**config.mk**
```make
export PLATFORM = sky130hd
export DESIGN_NAME = cic_interp_split
export DESIGN_NICKNAME = d
export VERILOG_FILES = /design/src/rtl/cic_pkg.sv /design/src/rtl/cic_comb_bank.sv /design/src/rtl/cic_integ_lane.sv /design/src/rtl/cic_interp_split.sv
export SDC_FILE = /design/constraint.sdc
export NUM_CORES = 2
export LEC_CHECK = 0
export ABC_AREA = 1
export BUFFER_PORTS_ARGS = -buffer_cell sky130_fd_sc_hd__buf_4
export CELL_PAD_IN_SITES_DETAIL_PLACEMENT = 0
export CELL_PAD_IN_SITES_GLOBAL_PLACEMENT = 1
export CORE_MARGIN = 2
export CORE_UTILIZATION = 50
export DETAILED_ROUTE_END_ITERATION = 7
export PLACE_DENSITY = 0.89
export RECOVER_POWER = 25
export SLEW_MARGIN = 20
export SYNTH_ARGS = -nofsm -noshare
export SYNTH_HDL_FRONTEND = slang
export SYNTH_SLANG_ARGS = --single-unit
```
**constraint.sdc**
```tcl
create_clock -name clk -period 13.45 [get_ports clk]
set_input_delay 2.0175 -clock clk [delete_from_list [all_inputs] [get_ports clk]]
set_output_delay 2.0175 -clock clk [all_outputs]
set_load 0.02 [all_outputs]
```
**src/rtl/cic_pkg.sv**
```systemverilog
package cic_pkg;

    // Index width that never collapses to zero bits.
    function automatic int bits_for(input int n);
        return (n > 1) ? $clog2(n) : 1;
    endfunction

    // Full internal width: input width plus worst-case growth of the filter.
    function automatic int acc_width(input int in_w, input int stages,
                                     input int rate, input int ddelay);
        return in_w + stages * $clog2(rate * ddelay);
    endfunction

endpackage

```
**src/rtl/cic_comb_bank.sv**
```systemverilog
// Comb section shared by all channels; delay storage is kept per channel.
module cic_comb_bank #(
    parameter int NUM_CH = 8,
    parameter int STAGES = 3,
    parameter int DDELAY = 1,
    parameter int W      = 25,
    parameter int CW     = 3
) (
    input  logic         clk,
    input  logic         rst_n,
    input  logic         en,
    input  logic [CW-1:0] ch,
    input  logic [W-1:0]  x,
    output logic [W-1:0]  y
);
    logic [W-1:0] dly_d [STAGES][DDELAY][NUM_CH];
    logic [W-1:0] dly_q [STAGES][DDELAY][NUM_CH];
    logic [W-1:0] stage_v;
    logic [W-1:0] oldest;

    always_comb begin
        dly_d   = dly_q;
        stage_v = x;
        oldest  = '0;
        for (int s = 0; s < STAGES; s++) begin
            oldest = dly_q[s][DDELAY-1][ch];
            if (en) begin
                for (int m = DDELAY - 1; m > 0; m--) begin
                    dly_d[s][m][ch] = dly_q[s][m-1][ch];
                end
                dly_d[s][0][ch] = stage_v;
            end
            stage_v = stage_v - oldest;
        end
        y = stage_v;
    end

    always_ff @(posedge clk) begin
        if (!rst_n) begin
            dly_q <= '{default: '0};
        end else begin
            dly_q <= dly_d;
        end
    end
endmodule

```
**src/rtl/cic_integ_lane.sv**
```systemverilog
// Integrator chain of one output bus, one accumulator per channel slot.
module cic_integ_lane #(
    parameter int SLOTS  = 2,
    parameter int STAGES = 3,
    parameter int W      = 25,
    parameter int SW     = 1
) (
    input  logic          clk,
    input  logic          rst_n,
    input  logic          adv,
    input  logic [SW-1:0] slot,
    input  logic [W-1:0]  x,
    output logic [W-1:0]  y
);
    logic [W-1:0] acc_d [STAGES][SLOTS];
    logic [W-1:0] acc_q [STAGES][SLOTS];
    logic [W-1:0] run_v;

    always_comb begin
        acc_d = acc_q;
        run_v = x;
        for (int s = 0; s < STAGES; s++) begin
            run_v = acc_q[s][slot] + run_v;
            if (adv) begin
                acc_d[s][slot] = run_v;
            end
        end
        y = run_v;
    end

    always_ff @(posedge clk) begin
        if (!rst_n) begin
            acc_q <= '{default: '0};
        end else begin
            acc_q <= acc_d;
        end
    end
endmodule

```
**src/rtl/cic_interp_split.sv**
```systemverilog
module cic_interp_split #(
    parameter int NUM_CH = 8,
    parameter int NUM_IF = 4,
    parameter int RATE   = 8,
    parameter int STAGES = 3,
    parameter int DDELAY = 1,
    parameter int IN_W   = 16,
    localparam int ACC_W = cic_pkg::acc_width(IN_W, STAGES, RATE, DDELAY)
) (
    input  logic                    clk,
    input  logic                    rst_n,
    input  logic                    in_valid,
    output logic                    in_ready,
    input  logic [IN_W-1:0]         in_data,
    input  logic                    in_sop,
    input  logic                    in_eop,
    output logic [NUM_IF-1:0]       out_valid,
    input  logic [NUM_IF-1:0]       out_ready,
    output logic [NUM_IF*ACC_W-1:0] out_data,
    output logic [NUM_IF-1:0]       out_sop,
    output logic [NUM_IF-1:0]       out_eop
);
    localparam int SLOTS = NUM_CH / NUM_IF;
    localparam int CW    = cic_pkg::bits_for(NUM_CH);
    localparam int PW    = cic_pkg::bits_for(RATE);
    localparam int SW    = cic_pkg::bits_for(SLOTS);

    if (NUM_CH % NUM_IF != 0) begin : g_bad_split
        $error("channel count must be a multiple of the output bus count");
    end
    if (NUM_IF > 1 && RATE < NUM_IF) begin : g_bad_rate
        $error("rate change must be at least the output bus count");
    end

    typedef struct packed {
        logic          emit;
        logic [CW-1:0] cnt;
        logic [PW-1:0] phase;
        logic [SW-1:0] slot;
    } ctl_t;

    ctl_t ctl_d, ctl_q;
    logic [ACC_W-1:0] hold_d [NUM_CH];
    logic [ACC_W-1:0] hold_q [NUM_CH];
    logic [ACC_W-1:0] comb_y;
    logic [ACC_W-1:0] in_ext;
    logic [CW-1:0]    ch_idx;
    logic             in_fire;
    logic             out_fire;
    logic             last_ch;
    logic [ACC_W-1:0] lane_y [NUM_IF];

    assign in_ext   = {{(ACC_W-IN_W){in_data[IN_W-1]}}, in_data};
    assign ch_idx   = in_sop ? '0 : ctl_q.cnt;
    assign in_ready = !ctl_q.emit;
    assign in_fire  = in_valid && !ctl_q.emit;
    assign out_fire = ctl_q.emit && (&out_ready);
    assign last_ch  = (ch_idx == CW'(NUM_CH - 1));

    cic_comb_bank #(
        .NUM_CH(NUM_CH), .STAGES(STAGES), .DDELAY(DDELAY), .W(ACC_W), .CW(CW)
    ) u_comb (
        .clk(clk), .rst_n(rst_n), .en(in_fire), .ch(ch_idx), .x(in_ext), .y(comb_y)
    );

    for (genvar i = 0; i < NUM_IF; i++) begin : g_lane
        logic [ACC_W-1:0] lane_x;

        // bus i serves channels i, i+NUM_IF, ... in slot order
        always_comb begin
            lane_x = '0;
            if (ctl_q.phase == '0) begin
                lane_x = hold_q[int'(ctl_q.slot) * NUM_IF + i];
            end
        end

        cic_integ_lane #(
            .SLOTS(SLOTS), .STAGES(STAGES), .W(ACC_W), .SW(SW)
        ) u_integ (
            .clk(clk), .rst_n(rst_n), .adv(out_fire), .slot(ctl_q.slot),
            .x(lane_x), .y(lane_y[i])
        );

        assign out_data[i*ACC_W +: ACC_W] = lane_y[i];
        assign out_valid[i] = ctl_q.emit;
        assign out_sop[i]   = ctl_q.emit && (ctl_q.slot == '0);
        assign out_eop[i]   = ctl_q.emit && (ctl_q.slot == SW'(SLOTS - 1));
    end

    always_comb begin
        ctl_d  = ctl_q;
        hold_d = hold_q;
        if (in_fire) begin
            hold_d[ch_idx] = comb_y;
            if (last_ch) begin
                ctl_d.emit  = 1'b1;
                ctl_d.cnt   = '0;
                ctl_d.phase = '0;
                ctl_d.slot  = '0;
            end else begin
                ctl_d.cnt = ch_idx + 1'b1;
            end
        end
        if (out_fire) begin
            if (ctl_q.slot == SW'(SLOTS - 1)) begin
                ctl_d.slot = '0;
                if (ctl_q.phase == PW'(RATE - 1)) begin
                    ctl_d.phase = '0;
                    ctl_d.emit  = 1'b0;
                end else begin
                    ctl_d.phase = ctl_q.phase + 1'b1;
                end
            end else begin
                ctl_d.slot = ctl_q.slot + 1'b1;
            end
        end
    end

    always_ff @(posedge clk) begin
        if (!rst_n) begin
            ctl_q  <= '0;
            hold_q <= '{default: '0};
        end else begin
            ctl_q  <= ctl_d;
            hold_q <= hold_d;
        end
    end

    AST_CLOSE_AFTER_LAST: assert property (@(posedge clk) disable iff (!rst_n)
        (in_valid && in_ready && last_ch) |=> (!in_ready && out_valid[0]));
    AST_READY_DROP_CAUSE: assert property (@(posedge clk) disable iff (!rst_n)
        $fell(in_ready) |-> $past(in_valid && in_ready));
    AST_REOPEN_AFTER_BURST: assert property (@(posedge clk) disable iff (!rst_n)
        $rose(in_ready) |-> $past(out_valid[0] && (&out_ready) && out_eop[0]));
    AST_STALL_HOLDS: assert property (@(posedge clk) disable iff (!rst_n)
        (out_valid[0] && !(&out_ready)) |=> (out_valid[0] && $stable(out_data)
            && $stable(out_sop) && $stable(out_eop)));
    AST_PACKET_FOLLOWS: assert property (@(posedge clk) disable iff (!rst_n)
        (out_valid[0] && (&out_ready) && out_eop[0]) |=> (!out_valid[0] || out_sop[0]));
    AST_BUSES_ALIGNED: assert property (@(posedge clk) disable iff (!rst_n)
        (out_valid == '0) || (out_valid == '1));
endmodule

```
==> reports/results.md <==
| Group | Metric | Reported |
| --- | --- | --- |
| status | Outcome | finished, violations left |
| status | Violated checks | capacitance limit, slew limit |
| logic synthesis | Largest area contributor in the netlist | sky130_fd_sc_hd__dfxtp_1 |
| logic synthesis | Count of state elements after synthesis | 1336 |
| clock network | Cell chosen for the clock root | sky130_fd_sc_hd__clkbuf_16 |
| logic synthesis | Post-synth top cells | sky130_fd_sc_hd__inv_1 (1632), sky130_fd_sc_hd__o21ai_0 (1627), sky130_fd_sc_hd__dfxtp_1 (1336) |
| logic synthesis | Average cell area after synthesis | 7.07 um2 |
| logic synthesis | Count of flip-flops with a built-in enable after synthesis | 0 |
| critical path | Slowest CP cell | sky130_fd_sc_hd__clkbuf_1 |
| logic synthesis | Synth Cell Area | 0.0713 mm2 |
| clock network | CTS clk-pin slew, worst paths | 0.06 ns |
| logic synthesis | Proportion of netlist area held by the largest area contributor | 37.5% |
| sta | Top achievable clock speed | 82.8 MHz |
| pwr | Peak supply drop | 0.214 mV |
| critical path | CP arrival | 12.76 ns |
| sta | Total setup violations reported at the end of the flow | 0 |
| routing | Number of DRC markers in iteration 0 | 5151 |
| logic synthesis | Most numerous cell in the Yosys netlist | sky130_fd_sc_hd__inv_1 |
| place | Weighted congestion at the end of routability-driven global placement | 0.905 |
| cells and area | Multi-input combinational cell area | 0.0360 mm2 |
| hold path | Min-Delay Startpoint | g_lane[0].u_integ.acc_q[25] |
| critical path | Kind of launch point of the worst setup path | input pin |
| critical path | Endpoint required time on the critical path | 14.14 ns |
| hold path | Tightest Hold Check Type | flip-flop to flip-flop |
| flow run | Max-capacitance violation count | 33 |
| grt | Global-route wire length before repair | 320 mm |
| sta | Hold Fails Final Rpt | 0 |
| cells and area | Net total in the final layout | 10200 |
| grt | Largest net degree at the start of global routing | 260 |
| logic synthesis | Most used DFF post-synth | sky130_fd_sc_hd__dfxtp_1 |
| place | Dpl hpwl | 125 mm |
| clock network | Clock insertion delay at the later pin of the skew report | 0.78 ns |
| grt | Overflow left after global routing | 0 |
| routing | Via-per-instance ratio | 5.46 |
| clock network | TritonCTS clock tree | done |
| clock network | H-tree depth | 4 |
| logic synthesis | Cell count after synthesis | 10100 |
| routing | Wire length per cell after detailed routing | 17.2 um |
| clock network | Post-cts sizing count | 0 |
| pwr | Power dissipated by switching net loads | 0.00434 W |
| die | Placeable core area | 0.142 mm2 |
| pwr | Leakage power of the design | 38.2 nW |
| grt | Global Route met1 Usage | 36.2% |
| routing | Via Count | 64500 |
| pwr | Power density normalized to cell area | 151 mW/mm2 |
| clock network | Maximum count of clock buffers along a single path | 3 |
| clock network | Post-CTS Hold Fix Bufs | 0 |
| critical path | Cells along the critical path | buf_8 -> clkinvlp_2 -> nor2_1 -> clkbuf_1 -> clkbuf_2 -> a22o_1 |
| critical path | Critical Path Source | rst_n |
| sta | Worst Hold Slack | 0.447 ns |
| grt | Global Route met3 Usage | 3.27% |
| sta | Fin Setup TNS | 0 ns |
| pwr | P_int | 0.00741 W |
| pwr | Portion of total power attributed to the clock network | 35.4% |
| clock network | Number of setup buffers added after CTS | 0 |
| critical path | Peak per-stage delay on the critical path | 3.21 ns |
| sta | Share of the cycle needed by the critical path after routing | 89.8% |
| clock network | CTS Sinks | 1336 |
| routing | Post-Route WL | 203 mm |
| die | Overall die area | 0.146 mm2 |
| logic synthesis | Number of warnings printed during yosys synthesis | 0 |
| logic synthesis | Largest cells by area after synthesis | sky130_fd_sc_hd__dfxtp_1 (38%), sky130_fd_sc_hd__o21ai_0 (11%), sky130_fd_sc_hd__inv_1 (8.6%), sky130_fd_sc_hd__a21oi_1 (7.9%), sky130_fd_sc_hd__nand2_1 (6.4%) |
| sta | Setup repair after global routing missed its margin | false |
| logic synthesis | Net count after synthesis | 10500 |
| logic synthesis | Post-synthesis async set-or-reset flop share | 0% |
| die | Die X-Extent | 382 um |
| sta | Worst max-slew margin expressed relative to the limit | -285% |
| critical path | Type of destination of the critical path | flip-flop |
| grt | Global routing usage on met2 | 44.9% |
| sta | Max Clock Skew | 0.0294 ns |
| grt | Busiest metal layer after global routing | met2 |
| die | Row cnt | 138 |
| cells and area | Growth of design area from synthesis to finish | 8.96% |
| critical path | Maximum fanout along the worst path | 96 |
| logic synthesis | Count of distinct cell types in the synthesized netlist | 64 |
| die | Die Height | 382 um |
| cells and area | Fill cell count | 13800 |
| critical path | Critical path type | input pin to flip-flop |
| grt | Overall routing resource usage | 26.9% |
| sta | Actual slew at the worst max-slew pin | 5.77 ns |
| pwr | Power share of the sequential group | 34.8% |
| die | Initial cell density of the core | 50.3% |
| routing | Post-detailed-route count of antenna-violating nets | 0 |
| grt | Via count of the first global-routing pass | 59100 |
| grt | Number of antenna violations at the first check in global routing | 0 |
| pwr | Switching share of total power | 36.9% |
| clock network | TritonCTS buffer count | 149 |
| routing | Number of detailed-routing iterations run before antenna repair | 6 |
| place | Count of buffers from port buffering | 136 |
| cells and area | Layout Utilization | 54.9% |
| pwr | Combinational share of power | 29.8% |
| die | Number of top-level design ports | 138 |
| sta | Min Tclk post-route | 12.07 ns |
| cells and area | Combined flip-flop and latch cell area | 0.0267 mm2 |
| logic synthesis | Portion of the post-synthesis area used by sequential elements | 37.5% |
| routing | # DRC | 0 |
| critical path | Crit Reg-Reg Startpoint | ctl_q[6] |
| sta | Max Slew Vio Count | 2310 |
| cells and area | Fraction of final layout cells sized beyond drive strength 1 | 5.27% |
==> worst max-delay path: cells and delay by family <==
| family | cells | cell delay, ns |
|---|---|---|
| buf+inv | 4 | 8.24 |
| simple gates | 1 | 2.04 |
| compound gates | 1 | 0.34 |
==> logic make-up (layout without fill, tap and decap cells) <==
| group | Yosys count | after routing | share of synthesized area, % |
|---|---|---|---|
| AND/OR/NAND/NOR | 2508 | 2508 | 14.5 |
| flip-flops | 1336 | 1336 | 37.5 |
| buffers and inverters | 2255 | 2106 | 12.1 |
| other | 0 | 1 | 0 |
| AO/OA/AOI/OAI | 3312 | 3312 | 25.5 |
| adder cells (fa/ha/maj) | 367 | 367 | 6.60 |
| XOR/XNOR | 309 | 309 | 3.86 |
==> final cells by class <==
type                       instances  share of cell area (%)
antenna                            1                 0.00322
clock buffer                     214                    5.64
clock inverter                    43                   0.738
inverter                        1653                    8.01
multi-input combinational       6496                    46.3
sequential                      1336                    34.4
tap                             1890                    3.04
timing repair buffer             196                    1.80
==> layout by cell type, fill, tap and decap left out, types with 8 or more instances in the layout <==
cell	instances
sky130_fd_sc_hd__xor2_1	206
sky130_fd_sc_hd__a21boi_1	8
sky130_fd_sc_hd__nand3_1	245
sky130_fd_sc_hd__clkbuf_16	154
sky130_fd_sc_hd__a221oi_1	11
sky130_fd_sc_hd__nor2_1	860
sky130_fd_sc_hd__nand2_4	11
sky130_fd_sc_hd__o21a_1	13
sky130_fd_sc_hd__ha_1	352
sky130_fd_sc_hd__o21ai_0	1627
sky130_fd_sc_hd__nand4_1	43
sky130_fd_sc_hd__o2111a_1	19
sky130_fd_sc_hd__dfxtp_1	1335
sky130_fd_sc_hd__a21oi_1	1125
sky130_fd_sc_hd__clkinv_2	24
sky130_fd_sc_hd__clkbuf_8	30
sky130_fd_sc_hd__inv_2	12
sky130_fd_sc_hd__nor3_1	29
sky130_fd_sc_hd__a31oi_1	25
sky130_fd_sc_hd__o21ai_1	51
sky130_fd_sc_hd__nand2_2	39
sky130_fd_sc_hd__a21o_1	25
sky130_fd_sc_hd__clkbuf_1	61
sky130_fd_sc_hd__xnor2_1	93
sky130_fd_sc_hd__o22ai_1	52
sky130_fd_sc_hd__a22o_1	203
sky130_fd_sc_hd__buf_4	156
sky130_fd_sc_hd__nand3_2	16
sky130_fd_sc_hd__fa_1	15
sky130_fd_sc_hd__o211ai_1	60
sky130_fd_sc_hd__nand2_1	1220
sky130_fd_sc_hd__or2_2	13
sky130_fd_sc_hd__a21boi_0	32
sky130_fd_sc_hd__bufinv_16	13
sky130_fd_sc_hd__o21bai_1	25
sky130_fd_sc_hd__o221ai_1	12
sky130_fd_sc_hd__inv_1	1626
==> flip-flops by register name, indices dropped and copies added (netlist names) <==
| name | cells |
|---|---|
| hold_q | 200 |
| g_lane.u_integ.acc_q | 600 |
| out_valid | 1 |
| u_comb.dly_q | 528 |
| ctl_q | 7 |
==> stage by stage <==
step	instances	power (W)	instance area (um2)	worst slack (ns)
floorplan	10100	0.00618	71300	4.11
global placement	11600	0.00760	73000	2.97
detailed placement	11600	0.00765	73000	2.97
CTS	11800	0.0118	77900	2.12
global route	11800	0.0122	77700	0.803
finish	11800	0.0117	77700	1.38
==> final timing paths <==
| path | cells after the start | slack (ns) | to |
|---|---|---|---|
| setup reg to reg | 31 | 2.93 | hold_q[192] |
| hold / removal | 2 | 0.45 | g_lane[0].u_integ.acc_q[25] |
| setup / recovery | 6 | 1.38 | g_lane[1].u_integ.acc_q[3] |
| hold reg to reg | 2 | 0.45 | g_lane[0].u_integ.acc_q[25] |
==> routing by layer <==
metal | routed length (um) | share of wire (%)
met4 | 5310 | 2.6
met5 | 0 | 0
met1 | 92500 | 46
met2 | 94000 | 46
met3 | 11400 | 5.6
==> power by group through the flow <==
stage                     combinational (W)  clock, W  sequential, W
after floorplan                     0.00202         0        0.00416
after global placement              0.00343         0        0.00417
after detailed placement            0.00347         0        0.00417
after CTS                           0.00348   0.00423        0.00409
after global routing                0.00375   0.00439        0.00409
final                               0.00351   0.00416        0.00409
Note: power is estimated with default switching activity, not from simulation.
